<file path="src/rtl/fracdiv_pkg.sv">
package fracdiv_pkg;
   localparam int REG_W    = 32;
   localparam int FIELD_W  = 5;
   localparam int WIN_LEN  = 32;
   localparam int CNT_W    = $clog2(WIN_LEN);
   localparam int MULT_W   = CNT_W + 1;
   localparam int KICK_BIT = 31;
   localparam int MAX_CH   = 2;

   // bit position of a channel's ratio field in the ratio register
   function automatic int field_lsb(input int ch);
      return (ch == 0) ? 8 : 0;
   endfunction
endpackage

</file>
<file path="src/rtl/fracdiv_window.sv">
module fracdiv_window #(
   parameter int WIN_LEN = 32,
   localparam int CNT_W = $clog2(WIN_LEN)
) (
   input  logic clk,
   input  logic rst_n,
   output logic win_last
);
   logic [CNT_W-1:0] cnt_q;

   always_ff @(posedge clk or negedge rst_n) begin
      if (!rst_n) cnt_q <= '0;
      else if (win_last) cnt_q <= '0;
      else cnt_q <= cnt_q + 1'b1;
   end

   assign win_last = (cnt_q == CNT_W'(WIN_LEN - 1));
endmodule

</file>
<file path="src/rtl/fracdiv_regs.sv">
module fracdiv_regs
   import fracdiv_pkg::*;
#(
   parameter int NUM_CH = 2
) (
   input  logic                            clk,
   input  logic                            rst_n,
   input  logic                            wr_en,
   input  logic                            wr_sel,
   input  logic [REG_W-1:0]                wr_data,
   input  logic                            rd_sel,
   output logic [REG_W-1:0]                rd_data,
   input  logic                            win_last,
   output logic [NUM_CH-1:0][FIELD_W-1:0]  act_fields,
   output logic                            commit_pend
);
   logic [NUM_CH-1:0][FIELD_W-1:0] stage_q, snap_q, act_q;
   logic pend_q;
   logic ratio_wr, kick_wr;

   assign ratio_wr = wr_en && !wr_sel;
   assign kick_wr  = wr_en && wr_sel && wr_data[KICK_BIT] && !pend_q;

   always_ff @(posedge clk or negedge rst_n) begin
      if (!rst_n) begin
         stage_q <= '0;
      end else if (ratio_wr) begin
         for (int c = 0; c < NUM_CH; c++)
            stage_q[c] <= wr_data[field_lsb(c) +: FIELD_W];
      end
   end

   always_ff @(posedge clk or negedge rst_n) begin
      if (!rst_n) begin
         snap_q <= '0;
         act_q  <= '0;
         pend_q <= 1'b0;
      end else if (kick_wr) begin
         snap_q <= stage_q;
         pend_q <= 1'b1;
      end else if (pend_q && win_last) begin
         act_q  <= snap_q;
         pend_q <= 1'b0;
      end
   end

   always_comb begin
      rd_data = '0;
      if (rd_sel) begin
         rd_data[KICK_BIT] = pend_q;
      end else begin
         for (int c = 0; c < NUM_CH; c++)
            rd_data[field_lsb(c) +: FIELD_W] = stage_q[c];
      end
   end

   assign act_fields  = act_q;
   assign commit_pend = pend_q;
endmodule

</file>
<file path="src/rtl/fracdiv_chan.sv">
module fracdiv_chan
   import fracdiv_pkg::*;
(
   input  logic               clk,
   input  logic               rst_n,
   input  logic [FIELD_W-1:0] field,
   input  logic               win_last,
   output logic               en_o
);
   logic [CNT_W-1:0]  acc_q;
   logic [MULT_W-1:0] mult, sum;
   logic              keep, half_q, en_q;

   assign mult = MULT_W'(WIN_LEN) - MULT_W'(field);
   assign sum  = MULT_W'(acc_q) + mult;
   assign keep = (sum >= MULT_W'(WIN_LEN));

   always_ff @(posedge clk or negedge rst_n) begin
      if (!rst_n) begin
         acc_q  <= '0;
         half_q <= 1'b0;
         en_q   <= 1'b0;
      end else begin
         if (win_last) acc_q <= '0;
         else if (keep) acc_q <= CNT_W'(sum - MULT_W'(WIN_LEN));
         else acc_q <= CNT_W'(sum);
         if (keep) half_q <= ~half_q;
         en_q <= keep && half_q;
      end
   end

   assign en_o = en_q;
endmodule

</file>
<file path="src/rtl/fracdiv_kick.sv">
module fracdiv_kick
   import fracdiv_pkg::*;
#(
   parameter int NUM_CH = 2
) (
   input  logic              clk,
   input  logic              rst_n,
   input  logic              wr_en,
   input  logic              wr_sel,
   input  logic [31:0]       wr_data,
   input  logic              rd_sel,
   output logic [31:0]       rd_data,
   output logic [NUM_CH-1:0] clk_en
);
   generate
      if (NUM_CH < 1 || NUM_CH > MAX_CH) begin : g_bad_ch
         $error("fracdiv_kick: NUM_CH must be 1 or 2");
      end
   endgenerate

   logic                           win_last;
   logic                           commit_pend;
   logic [NUM_CH-1:0][FIELD_W-1:0] act_fields;

   fracdiv_window #(.WIN_LEN(WIN_LEN)) win_i (
      .clk(clk), .rst_n(rst_n), .win_last(win_last)
   );

   fracdiv_regs #(.NUM_CH(NUM_CH)) regs_i (
      .clk(clk), .rst_n(rst_n), .wr_en(wr_en), .wr_sel(wr_sel),
      .wr_data(wr_data), .rd_sel(rd_sel), .rd_data(rd_data),
      .win_last(win_last), .act_fields(act_fields),
      .commit_pend(commit_pend)
   );

   generate
      for (genvar c = 0; c < NUM_CH; c++) begin : g_ch
         fracdiv_chan chan_i (
            .clk(clk), .rst_n(rst_n), .field(act_fields[c]),
            .win_last(win_last), .en_o(clk_en[c])
         );
      end
   endgenerate
endmodule

</file>
<file path="config.mk">
export PLATFORM = sky130hd
export DESIGN_NAME = fracdiv_kick
export DESIGN_NICKNAME = d
export VERILOG_FILES = /design/src/rtl/fracdiv_pkg.sv /design/src/rtl/fracdiv_window.sv /design/src/rtl/fracdiv_regs.sv /design/src/rtl/fracdiv_chan.sv /design/src/rtl/fracdiv_kick.sv
export SDC_FILE = /design/constraint.sdc
export NUM_CORES = 1
export LEC_CHECK = 0
export ABC_AREA = 1
export BUFFER_PORTS_ARGS = -buffer_cell sky130_fd_sc_hd__buf_2
export CAP_MARGIN = 20
export CORE_UTILIZATION = 52
export CTS_CLUSTER_SIZE = 14
export DETAILED_ROUTE_END_ITERATION = 7
export HOLD_SLACK_MARGIN = 0.15
export PLACE_DENSITY_LB_ADDON = 0.2
export SETUP_SLACK_MARGIN = 0.3
export SLEW_MARGIN = 40
export SYNTH_ARGS = -nofsm -noshare
export SYNTH_HDL_FRONTEND = slang
export SYNTH_HIERARCHICAL = 1
export SYNTH_SLANG_ARGS = --single-unit
</file>
<file path="constraint.sdc">
create_clock -name clk -period 1.9 [get_ports clk]
set_input_delay 0.38 -clock clk [delete_from_list [all_inputs] [get_ports clk]]
set_output_delay 0.38 -clock clk [all_outputs]
set_load 0.01 [all_outputs]
</file>
== After elaboration in Yosys (flattened, before gate mapping) ==
Index checks and enable logic that the tools add are counted.

* Register bits after elaboration: 50
* Latch bits: 0
* Memory bits (writable): 0
* ROM bits: 0
* Bits of input ports: 37
* Output and inout bits: 34
* Logic and storage cells: 48
* Memories: 0

* $add $sub $neg: 7
* Multiply operators: 0
* Div/mod/pow operators: 0
* $lt $le $gt $ge: 2
* Equal/unequal tests: 1
* Shifts and indexed selects: 0
* Muxes and demuxes: 10
* Bitwise operators: 3
* Reductions and logical operators: 11

{| class="wikitable"
|+ Operators by type and width
! kind !! count
|-
| $mux W5 || 7
|-
| $add A5 B6 Y6 || 2
|-
| $ge A6 B6 Y1 const B || 2
|-
| $sub A6 B5 Y6 const A || 2
|-
| $sub A5 B1 Y5 const B || 2
|-
| $logic_and A1 B1 Y1 || 7
|-
| $add A5 B1 Y5 const B || 1
|-
| $eq A5 B5 Y1 const B || 1
|-
| $mux W1 || 3
|-
| $not A1 Y1 || 3
|-
| $logic_not A1 Y1 || 2
|-
| $reduce_and A2 Y1 || 1
|-
| $reduce_bool A2 Y1 || 1
|}

== Depth between registers and ports, before layout ==
Gate-level depths: netlist (run 1).

* Depth in word-level cells: 5
* Gate-level depth with buffers: 8
* Mapped depth without buffers: 8

== Hierarchy ==
Netlist (run 1), hierarchy kept.

{| class="wikitable"
|+ Modules (own cells, without submodules)
! module !! instances !! cells each !! area an instance (um2) !! sequential area each (um2)
|-
| fracdiv_regs || 1 || 183 || 1475.2 || 775.7
|-
| fracdiv_chan || 2 || 62 || 475.5 || 175.2
|-
| fracdiv_window || 1 || 20 || 205.2 || 125.1
|}

== Worst setup path after synthesis (run 1) ==
Ideal clock, no wire load.

* Path kind: register to register
* From: register win_i.cnt_q[0]
* To: register regs_i.act_q (netlist bit regs_i/act_fields[0])
* Setup time: 118 ps
* Arrival time: 1370 ps
* Data required time: 1782 ps
* Path slack: 413 ps
* Cell stages (with the launch flop): 8
* Clock period less this slack: 1487 ps
* Path through: dfrtp_1 ha_1 nand2_1 nor2_1 ha_1 nand2_1 nand2_1 nand2_1

* Cells in the longest elaborated chain, start to end: 3

{| class="wikitable"
|+ Ends and longest elaborated chain
! element !! line !! text
|-
| start, declared || fracdiv_window.sv:9 || <nowiki>logic [CNT_W-1:0] cnt_q;</nowiki>
|-
| start signal, assigned || fracdiv_window.sv:14 || <nowiki>else cnt_q <= cnt_q + 1'b1;</nowiki>
|-
| $eq A5 B5 Y1 || fracdiv_window.sv:17 || <nowiki>assign win_last = (cnt_q == CNT_W'(WIN_LEN - 1));</nowiki>
|-
| named net win_last || fracdiv_kick.sv:21 || <nowiki>logic win_last;</nowiki>
|-
| $logic_and A1 B1 Y1 || fracdiv_regs.sv:41 || <nowiki>end else if (pend_q && win_last) begin</nowiki>
|-
| $reduce_and A2 Y1 (no line) || -- ||
|-
| end signal, assigned || fracdiv_regs.sv:42 || <nowiki>act_q <= snap_q;</nowiki>
|-
| end, declared || fracdiv_regs.sv:17 || <nowiki>logic [NUM_CH-1:0][FIELD_W-1:0] stage_q, snap_q, act_q;</nowiki>
|}

The timed path passes the listed nets, and every way through them passes these cells.
A chain may end at the register's enable or synchronous reset.

== Worst setup path after layout (run 1) ==
* From: register g_ch[1].chan_i.acc_q[0]
* To: register g_ch[1].chan_i.acc_q[4]

* Cells in the longest elaborated chain, start to end: 4
* Elaborated cells between the ends (all ways): 5
* Classes of those cells: 2 x add/sub; 1 x order compare; 2 x mux

{| class="wikitable"
|+ Ends and longest elaborated chain
! element !! line !! text
|-
| start, declared || fracdiv_chan.sv:10 || <nowiki>logic [CNT_W-1:0] acc_q;</nowiki>
|-
| start signal, assigned || fracdiv_chan.sv:25 || <nowiki>else if (keep) acc_q <= CNT_W'(sum - MULT_W'(WIN_LEN));</nowiki>
|-
| start signal, assigned || fracdiv_chan.sv:26 || <nowiki>else acc_q <= CNT_W'(sum);</nowiki>
|-
| $add A5 B6 Y6 * || fracdiv_chan.sv:15 || <nowiki>assign sum = MULT_W'(acc_q) + mult;</nowiki>
|-
| $sub A5 B1 Y5 or $ge A6 B6 Y1 (tied branches) || fracdiv_chan.sv:25, fracdiv_chan.sv:16 ||
|-
| $mux W5 * || fracdiv_chan.sv:25 ||
|-
| $mux W5 * || fracdiv_chan.sv:24 || <nowiki>if (win_last) acc_q <= '0;</nowiki>
|}

Every way passes the cells marked *; elsewhere a longest branch is shown, timed or not.

==> metrics.md, run 1 <==
| Metric | Value |
|---|---|
| Pre-antenna DRT Iters | 4 |
| Worst Setup EP | g_ch[1].chan_i/acc_q[4] |
| Nets | a little over 400 |
| Wire per inst | around 9.4 um |
| Synth area leaders | dfrtp_1 48%, nand2_1 14%, nand3_1 6.5% |
| Max Cap Viol | 0 |
| Antenna viol nets, final | 0 |
| First-pass GRT wire length | between 7000 and 8000 um |
| Reg2Reg Setup Slack | 0.46 ns |
| Fraction of layout cells with a size suffix above 1 | between 10 and 15% |
| Placer Congestion | roughly 0.79 |
| Largest net degree at the start of global routing | between 50 and 60 |
| Reg2reg start | g_ch[1].chan_i/acc_q[0] |
| WL final | just over 4000 um |
| Status | complete, no violations |
| Die span in x | approximately 73 um |
| Most frequent cell after synthesis | nand2_1 |
| Number of synthesized flops with an enable pin | 0 |
| Reg2Reg Depth | 8 |
| Num CTS Buffers | 5 |
| Clk_lat worst skew | about 0.3 ns |
| VDD IR-drop max | between 300 and 400 uV |
| Top cell type by total area after synthesis | dfrtp_1 |
| Top-Level Pins | 71 |
| Design area | 2910 um2 |
| Gr usage total | between 10% and 20% |
| Endpoints failing hold | 0 |
| Via density | 4.43 |
| Skew final | approximately 0.012 ns |
| Worst-path clk slew | approximately 0.09 ns |
| Via count | 1,898 |
| Max clock buf depth | 2 |
| Tmin final | approximately 1.4 ns |
| Root buf cell | clkbuf_8 |
| Starting DRT DRC Count | 82 |
| Main flop type after synthesis | dfrtp_1 |
| Port Buffers | 28 |
| Kind of end point of the critical path | flop |
| CP Data Required Time | between 2 and 2.5 ns |
| Area share of xor/xnor cells in the synthesized design | less than 1% |
| Worst min-delay path class | in -> reg |
| Grt ovf | 0 |
| RR Endpoint | g_ch[1].chan_i/acc_q[4] |
| DRC | 0 |
| DP Area | about 2800 um2 |
| Yosys warning count | 6 |
| Vert. Die Dim | around 73 um |
| Initial Util | between 50% and 60% |
| Final setup TNS | 0 ns |
| CTS sink count | 50 |
| Register area share after synthesis | between 40% and 50% |
| Syn Area/Cell | about 8.0 um2 |
| CTS tree | done |
| Max-slew violations | 0 |
| Fin crit share | roughly 76% |
| Critical path class | reg -> reg |
| Critical Path AT | about 1.6 ns |
| Adder and majority cell fraction of the synthesized area | 7.23% |
| Combinational family with the most area after synthesis | simple AND/OR/NAND/NOR gates |
| FF+latch count, synth | 50 |
| Pwr/cell area | approximately 730 nW/um2 |
| RSZ-0062 raised after global routing | no |
| Layout area overhead | 10.7% |
| CP Max Fanout | 3 |
| Vias in the first global route | between 1,500 and 2,000 |
| Synth Instances | roughly 330 |
| # rows | 25 |
| Die Area | ~5300 um2 |
| Antenna cells | 0 |
| CTS H-Tree Depth | 2 |
| Ys async rst share | between 90% and 100% |
| Synth top area share | a little under half |
| Leakage | approximately 1.7 nW |
| DP Wirelength | around 2900 um |
| Commonest cells post-synth | 101 x nand2_1, 50 x dfrtp_1, 44 x inv_1 |
| Final setup fails | 0 |
| Critical Path Start Type | flop |
| Total core area | 4790 um2 |
| Synth cell types | 18 |
| Initial antenna violation count | 0 |
| Critical path origin | g_ch[1].chan_i/acc_q[0] |
| Simple-Gate Fraction of Synth Area | between 20% and 30% |
| Compound-cell area share of the yosys netlist | 1.71% |
| Synth Cell Area | roughly 2600 um2 |
| Fraction of synthesized area in multiplexers | 0% |
| Fmax | slightly below 0.7 GHz |
## repair_timing
item / CTS / global route
setup buffers: 0 / 0
endpoints found under the hold margin: 50 / 0
gates resized for setup: 0 / 1
hold buffers: 1 / 0
setup endpoints to repair: 0 / 10
## critical path: stages, from the launching register on
cell	delay, ns
dfrtp_1	0.37
inv_1	0.05
ha_1	0.14
inv_1	0.07
fa_1	0.43
nand2_1	0.11
nand3b_1	0.08
nand2_1	0.06
nor2_1	0.03
## cell families (layout without fill, tap and decap cells)
group | after synthesis | after routing
flops | 50 | 50
fa+ha+maj | 14 | 14
other cells | 1 | 21
xor+xnor | 2 | 2
compound gates | 9 | 9
buf+inv | 74 | 88
simple gates | 177 | 177
## routing by layer
layer  vias up  wire length, um  track usage, %
met3         5              146            3.31
met4         0               41            5.88
met2        38             1990            32.4
met5         -                0               0
met1       838             1860            22.1
li1       1017                -               -
## cells in the final DEF (no fill, tap or decap), drive strengths merged
cell type / n
dlygate4sd3: 1
o21ai: 1
xnor2: 2
ha: 12
nor2: 33
clkbuf: 8
conb: 21
nand3b: 2
fa: 2
buf: 34
or2: 2
dfrtp: 50
nand2: 101
a21oi: 8
nand3: 39
inv: 45
## power by group
group          internal (mW)  total (mW)  switching [mW]  leakage (nW)
clock                  0.368       0.702           0.334        0.0575
sequential              1.14        1.20          0.0518         0.653
combinational         0.0836       0.229           0.146          1.04
total                   1.60        2.13           0.532          1.75
## flip-flops by register name, indices dropped and copies added (netlist names)
signal	cells
regs_i/snap_q	10
win_i/cnt_q	5
regs_i/act_fields	10
g_ch.chan_i/acc_q	10
g_ch.chan_i/half_q	2
g_ch.chan_i/en_o	2
regs_i/commit_pend	1
regs_i/stage_q	10
## cell type report
cell class	count	area (um2)
fill	431	1870
sequential	50	1250
multi-input combinational	223	1090
timing repair buffer	35	208
inverter	45	169
clock buffer	8	110
tap	67	83.8
## worst min path at each step
| stage | startpoint | endpoint | slack [ns] | cells after the start |
|---|---|---|---|---|
| finish | wr_data[4] | regs_i/stage_q[9] | 0.31 | 3 |
| global route | wr_data[0] | regs_i/stage_q[5] | 0.31 | 3 |
| CTS | wr_data[0] | regs_i/stage_q[5] | 0.31 | 3 |
| detailed placement | rst_n | g_ch[1].chan_i/en_o | 0.39 | 2 |
| global placement | rst_n | g_ch[1].chan_i/en_o | 0.39 | 2 |
| floorplan | rst_n | g_ch[0].chan_i/acc_q[0] | 0.08 | 0 |
## per-stage QoR
stage          std cells  setup slack (ns)  power [mW]  hold slack, ns  utilization, %
3_5_place_dp         419             0.430        1.44           0.392            58.3
6_report             428             0.457        2.13           0.312            60.8
3_3_place_gp         419             0.451        1.44           0.388            58.3
4_1_cts              428             0.431        2.15           0.306            60.8
2_1_floorplan        347             0.413        1.38          0.0844               -
5_1_grt              428             0.341        2.24           0.307            60.8
Power figures use the tool's default switching activity.
==> inputs of run 2 (changes only) <==
--- a/config.mk
+++ b/config.mk
@@ -8,7 +8,7 @@
 export ABC_AREA = 1
 export BUFFER_PORTS_ARGS = -buffer_cell sky130_fd_sc_hd__buf_2
 export CAP_MARGIN = 20
-export CORE_UTILIZATION = 52
+export CORE_UTILIZATION = 47
 export CTS_CLUSTER_SIZE = 14
 export DETAILED_ROUTE_END_ITERATION = 7
 export HOLD_SLACK_MARGIN = 0.15
==> constraint.sdc (replaced) <==
create_clock -name clk -period 1.2 [get_ports clk]
set_input_delay 0.24 -clock clk [delete_from_list [all_inputs] [get_ports clk]]
set_output_delay 0.24 -clock clk [all_outputs]
set_load 0.01 [all_outputs]
==> run 2 against run 1 <==
Effect of this change:
- the run now ends with setup timing left
- fmax increased by 4.8%
- worst hold slack got worse by 0.16 ns
- critical path depth unchanged
- routed wire length up 42%
- die area rose by 10%
- critical path type unchanged
- largest power group unchanged
==> metrics.md, run 2 (synthesis results as in run 1) <==
| Metric | Value |
|---|---|
| Multi-input gate area | between 1500 and 2000 um2 |
| Worst min-delay path class | in -> reg |
| Leakage | between 2 and 2.5 nW |
| Wire per inst | about 12 um |
| Largest net degree at the start of global routing | 22 |
| Placed insts | 442 |
| Via density | roughly 4.5 |
| Critical Path AT | 1.58 ns |
| CTS H-Tree Depth | 2 |
| DP Wirelength | between 3000 and 4000 um |
| Critical path class | reg -> reg |
| Setup ws final | -0.178 ns |
| Violated checks | setup timing |
| VDD IR-drop max | approximately 730 uV |
| Design area | 3770 um2 |
| Clk_lat worst skew | roughly 0.31 ns |
| Commonest cells after routing, fill and taps aside | 81 x nand2_1, 50 x dfrtp_1, 38 x buf_4, 29 x inv_1, 26 x buf_2 |
| Starting DRT DRC Count | 64 |
| Antenna cells | 0 |
| Gr usage total | between 10% and 20% |
| Initial Util | 50.2% |
| Via count | between 2,000 and 2,500 |
| Skew final | approximately 0.0095 ns |
| Max-slew violations | 0 |
| Tmin final | approximately 1.4 ns |
| FILL cells | about 400 |
| Kind of end point of the critical path | flop |
| # rows | 26 |
| Status | complete, but fails checks |
| CTS tree | done |
| Top-Level Pins | about 70 |
| FF/Latch Area | between 1000 and 1500 um2 |
| Layout area overhead | 43.2% |
| CTS sink count | 50 |
| DP Area | between 3000 and 4000 um2 |
| Die Area | 5900 um2 |
| Root buf cell | clkbuf_8 |
| WL final | around 5700 um |
| Pwr/cell area | approximately 1100 nW/um2 |
| Fmax | slightly above 0.7 GHz |
| Pre-antenna DRT Iters | 4 |
| Antenna viol nets, final | 0 |
| Fraction of layout cells with a size suffix above 1 | between 40% and 50% |
| Most common cell after layout, fill and taps aside | nand2_1 |
| Critical Path Start Type | flop |
| Vias in the first global route | 1,963 |
| DRC | 0 |
| Grt ovf | 0 |
| CP Data Required Time | about 1.4 ns |
| Max Cap Viol | 0 |
| Nets | 458 |
| Die span in x | ~77 um |
| Fin crit share | 115% |
| Vert. Die Dim | slightly below 80 um |
| Power, Total | roughly 4.0 mW |
| Hold_ws | around 0.15 ns |
| CP Max Fanout | 7 |
| First-pass GRT wire length | just under 9000 um |
| Post-route non-filler standard cell count | between 400 and 500 |
| Port Buffers | 28 |
| Initial antenna violation count | 0 |
| RSZ-0062 raised after global routing | yes |
| Num CTS Buffers | 5 |
| Worst-path clk slew | around 0.10 ns |
| Total core area | around 5200 um2 |
| Endpoints failing hold | 0 |
| Final setup fails | 27 |
| Placer Congestion | 0.811 |
| Max clock buf depth | 2 |
-- run 2: area by class of cell --
cell class / count / share of cell area, %
clock buffer: 5 / 1.83
clock inverter: 3 / 1.83
inverter: 45 / 4.55
multi-input combinational: 224 / 40.1
sequential: 50 / 33.2
tap: 70 / 2.32
timing repair buffer: 81 / 16.2
-- run 2: layer usage --
| metal | global-route usage [%] | vias up | part of all wire [%] |
|---|---|---|---|
| li1 | - | 1118 | - |
| met1 | 21.4 | 1008 | 42 |
| met2 | 35.9 | 40 | 54 |
| met3 | 4.29 | 6 | 3.0 |
| met4 | 5.96 | 0 | 1.2 |
| met5 | 0 | - | 0 |
-- run 2: final timing paths --
| check | start | endpoint | slack, ns | depth (start not counted) |
|---|---|---|---|---|
| worst max-delay path | win_i/cnt_q[0] | win_i/cnt_q[2] | -0.18 | 8 |
| worst min-delay path | wr_data[0] | regs_i/stage_q[5] | 0.15 | 3 |
| worst max register to register | win_i/cnt_q[0] | win_i/cnt_q[2] | -0.18 | 8 |
| worst min register to register | regs_i/act_fields[9] | regs_i/act_fields[9] | 0.51 | 2 |
| max in group asynchronous | rst_n | regs_i/stage_q[7] | 0.47 | 3 |
| min in group asynchronous | rst_n | g_ch[0].chan_i/acc_q[3] | 0.35 | 2 |
-- run 2: report_power, final --
part | internal, mW | total, mW | switching [mW]
clock | 0.835 | 1.42 | 0.586
combinational | 0.302 | 0.671 | 0.369
sequential | 1.81 | 1.92 | 0.110
total | 2.95 | 4.01 | 1.06
-- run 2: what timing repair did --
action,in CTS,in global routing
setup endpoints to repair,52,61
resized for setup,26,70
cloned,1,1
hold endpoints to repair,11,0
hold buffers,1,0
setup buffers,15,10
pin swaps,5,43
-- run 2: worst max-delay path: stages (launching register included) --
cell	delay, ns
dfrtp_1	0.37
ha_2	0.19
nand2_2	0.08
nor2_4	0.10
ha_4	0.24
buf_6	0.17
inv_2	0.04
nand2_1	0.06
nor2_1	0.04
-- run 2: through the flow --
stage               setup TNS [ns]  setup WS, ns  utilization, %
floorplan                   -0.917       -0.0631               -
global placement             -2.17        -0.121            58.5
detailed placement           -2.44        -0.130            58.5
CTS                          -2.67        -0.145            65.3
global route                 -5.56        -0.248            71.9
finish                       -3.15        -0.178            71.9
==> inputs of run 3 (changes only) <==
--- a/config.mk
+++ b/config.mk
@@ -5,10 +5,9 @@
 export SDC_FILE = /design/constraint.sdc
 export NUM_CORES = 1
 export LEC_CHECK = 0
-export ABC_AREA = 1
 export BUFFER_PORTS_ARGS = -buffer_cell sky130_fd_sc_hd__buf_2
 export CAP_MARGIN = 20
-export CORE_UTILIZATION = 47
+export CORE_UTILIZATION = 46
 export CTS_CLUSTER_SIZE = 14
 export DETAILED_ROUTE_END_ITERATION = 7
 export HOLD_SLACK_MARGIN = 0.15
==> run 3 against run 2 <==
Effect of this change:
- the run still ends with setup timing left
- worst hold slack better by 0.0090 ns
- clock power is 27% lower
- combinational power is 7.5% higher
- die area is 4.7% lower
- sequential share of layout area is 1.8 points higher
- global-route usage is 0.71 points lower
- largest cell class unchanged
- largest power group unchanged
==> metrics.md, run 3 <==
| Metric | Value |
|---|---|
| Reg2Reg Depth | 6 |
| VDD IR-drop max | 971 uV |
| Vias in the first global route | approximately 1,600 |
| Worst min-delay path class | in -> reg |
| Fmax | about 0.63 GHz |
| Vert. Die Dim | approximately 75 um |
| Initial Util | roughly 48% |
| Gr usage total | between 10% and 20% |
| Port Buffers | 28 |
| Antenna cells | 0 |
| Switching share of power | 25.2% |
| Num CTS Buffers | 5 |
| CTS H-Tree Depth | 2 |
| RSZ-0062 raised after global routing | yes |
| First-pass GRT wire length | 7660 um |
| Main flop type after synthesis | dfrtp_1 |
| CTS sink count | 50 |
| Worst Setup EP | g_ch[0].chan_i/half_q |
| Register area share after synthesis | around half |
| Commonest cells post-synth | 50 x dfrtp_1, 22 x buf_4, 21 x mux2_2 |
| Clk_lat worst skew | 0.30 ns |
| CTS tree | done |
| WL final | around 4700 um |
| Pre-CTS setup slack | -0.419 ns |
| CP Data Required Time | 1.42 ns |
| CP Max Fanout | 2 |
| DRC | 0 |
| Commonest cells after routing, fill and taps aside | 49 x dfrtp_1, 35 x buf_4, 30 x mux2_4, 24 x buf_2 |
| Clock share of power | between 20 and 30% |
| Initial antenna violation count | 0 |
| Status | complete, but fails checks |
| Critical Path Stages | 6 |
| Layout area overhead | 46.1% |
| Wire per inst | approximately 13 um |
| Final setup TNS | -8.89 ns |
| Worst-path clk slew | roughly 0.1 ns |
| DP Wirelength | ~2600 um |
| Design area | approximately 3600 um2 |
| Synth cell types | 29 |
| Power, Total | 3.73 mW |
| Fin crit share | 131% |
| Top cell type by total area after synthesis | dfrtp_1 |
| Most common cell after layout, fill and taps aside | dfrtp_1 |
| Synth Cell Area | approximately 2400 um2 |
| Critical path class | reg -> reg |
| Leakage | 1.82 nW |
| Pint | between 2 and 3 mW |
| Starting DRT DRC Count | just under 60 |
| Critical Path Start Type | flop |
| Max clock buf depth | 2 |
| RR Endpoint | g_ch[0].chan_i/half_q |
| Max-slew violations | 0 |
| Reg power frac | between 50 and 60% |
| Violated checks | setup timing |
| Worst-path cell chain | inv_2, ha_4, nor2b_4, o31a_1, o311a_1, nor3_2 |
| Syn Area/Cell | ~13 um2 |
| Critical Path AT | about 1.8 ns |
| Largest net degree at the start of global routing | a little over 50 |
| Root buf cell | clkbuf_8 |
| Pre-antenna DRT Iters | 4 |
| Max Cap Viol | 0 |
| Reg2Reg Setup Slack | -0.38 ns |
| Total core area | roughly 5100 um2 |
| Setup ws final | -0.377 ns |
| Psw | 938 uW |
| Placer Congestion | 0.767 |
| Synth top area share | 51.1% |
| Post-route non-filler standard cell count | between 300 and 400 |
| Placed insts | about 320 |
| Via count | approximately 1,600 |
| Pwr/cell area | between 1000 and 1500 nW/um2 |
| Synth area leaders | dfrtp_1 51%, mux2_2 9.7%, buf_4 6.7% |
| Cts hold-fix bufs | 1 |
| Comb power frac | around a fifth |
| Kind of end point of the critical path | flop |
| Endpoints failing hold | 0 |
| FF+latch count, synth | 50 |
| Skew final | ~0.0077 ns |
| Via density | about 4.6 |
| Yosys warning count | 6 |
| Die Area | 5620 um2 |
| Grt ovf | 0 |
| Fraction of layout cells with a size suffix above 1 | about three fifths |
| Synth Instances | 193 |
| Tmin final | ~1.6 ns |
| Ys async rst share | 100% |
| WP buf/inv | 1 |
| Number of synthesized flops with an enable pin | 0 |
| # rows | 26 |
| Reg2reg start | regs_i/act_fields[1] |
| Most frequent cell after synthesis | dfrtp_1 |
| Critical path origin | regs_i/act_fields[1] |
| Die span in x | approximately 75 um |
| FILL cells | 365 |
| Top-Level Pins | 71 |
| DP Area | about 3000 um2 |
| Crit path largest cell delay | between 0.3 and 0.4 ns |
| Antenna viol nets, final | 0 |
| Delay-heaviest family, CP | compound AO/OA/AOI/OAI gates |
| CP max-delay cell | dfrtp_1 |
| Nets | between 300 and 400 |
| Final setup fails | 47 |
-- run 3: changes by cell type in the layout (fill, tap and decap cells not counted), sizes merged, moves of 6 or more --
cell	previous run	this run
a21oi	8	2
inv	45	14
mux2	0	31
nand2	102	2
nand3	39	1
nor2	33	13
nor2b	0	16
-- run 3: cells by family (layout without fill, tap and decap cells) --
kind of cell,count (synthesis),in the layout,share of synthesized area (%)
fa+ha+maj,14,14,7.76
flops,50,50,51.1
xor+xnor,5,5,1.79
buf+inv,37,107,9.35
other cells,1,21,0.153
mux,31,31,15.8
simple gates,40,41,9.70
compound gates,15,15,4.39
-- run 3: how the worst min path moves through the flow --
stage	slack, ns	cells past startpoint	start	endpoint
floorplan	-0.06	0	rst_n	g_ch[0].chan_i/acc_q[0]
global placement	0.25	2	rst_n	regs_i/stage_q[4]
detailed placement	0.25	2	rst_n	regs_i/stage_q[3]
CTS	0.16	2	wr_data[10]	regs_i/stage_q[2]
global route	0.15	2	wr_data[10]	regs_i/stage_q[2]
finish	0.16	2	wr_data[3]	regs_i/stage_q[8]
-- run 3: final cells by class --
type / instances / area (um2) / area share [%]
Clock buffer: 6 / 82.6 / 2.31
Inverter: 13 / 48.8 / 1.36
Clock inverter: 2 / 16.3 / 0.455
Sequential cell: 50 / 1250 / 35.0
Tap cell: 70 / 87.6 / 2.45
Timing Repair Buffer: 86 / 742 / 20.7
Multi-Input combinational cell: 127 / 1350 / 37.7
-- run 3: power groups by stage --
stage / Sequential [mW] / Clock [mW] / Combinational (mW)
floorplan: 1.96 / 0 / 0.403
global placement: 1.98 / 0 / 0.478
detailed placement: 1.98 / 0 / 0.489
CTS: 1.95 / 1.06 / 0.636
global route: 1.98 / 1.13 / 0.778
finish: 1.96 / 1.04 / 0.721
-- run 3: metrics by stage --
| step | hold slack [ns] | utilization (%) |
|---|---|---|
| floorplan | -0.0556 | - |
| global placement | 0.245 | 57.6 |
| detailed placement | 0.246 | 57.6 |
| CTS | 0.160 | 66.6 |
| global route | 0.146 | 70.1 |
| finish | 0.162 | 70.1 |
-- run 3: what timing repair did --
item,in CTS,in global routing
gates cloned,3,0
hold endpoints to repair,50,1
buffers inserted,18,5
gates resized for setup,34,31
pin swaps,8,4
endpoints found under the setup margin,52,60
-- run 3: routing by layer --
layer / vias up / global-route usage, % / share of wire (%)
met3: 4 / 2.41 / 2.7
met2: 46 / 31.2 / 52
met5: - / 0 / 0
met4: 0 / 5.66 / 1.2
met1: 776 / 25.0 / 44
li1: 787 / - / -
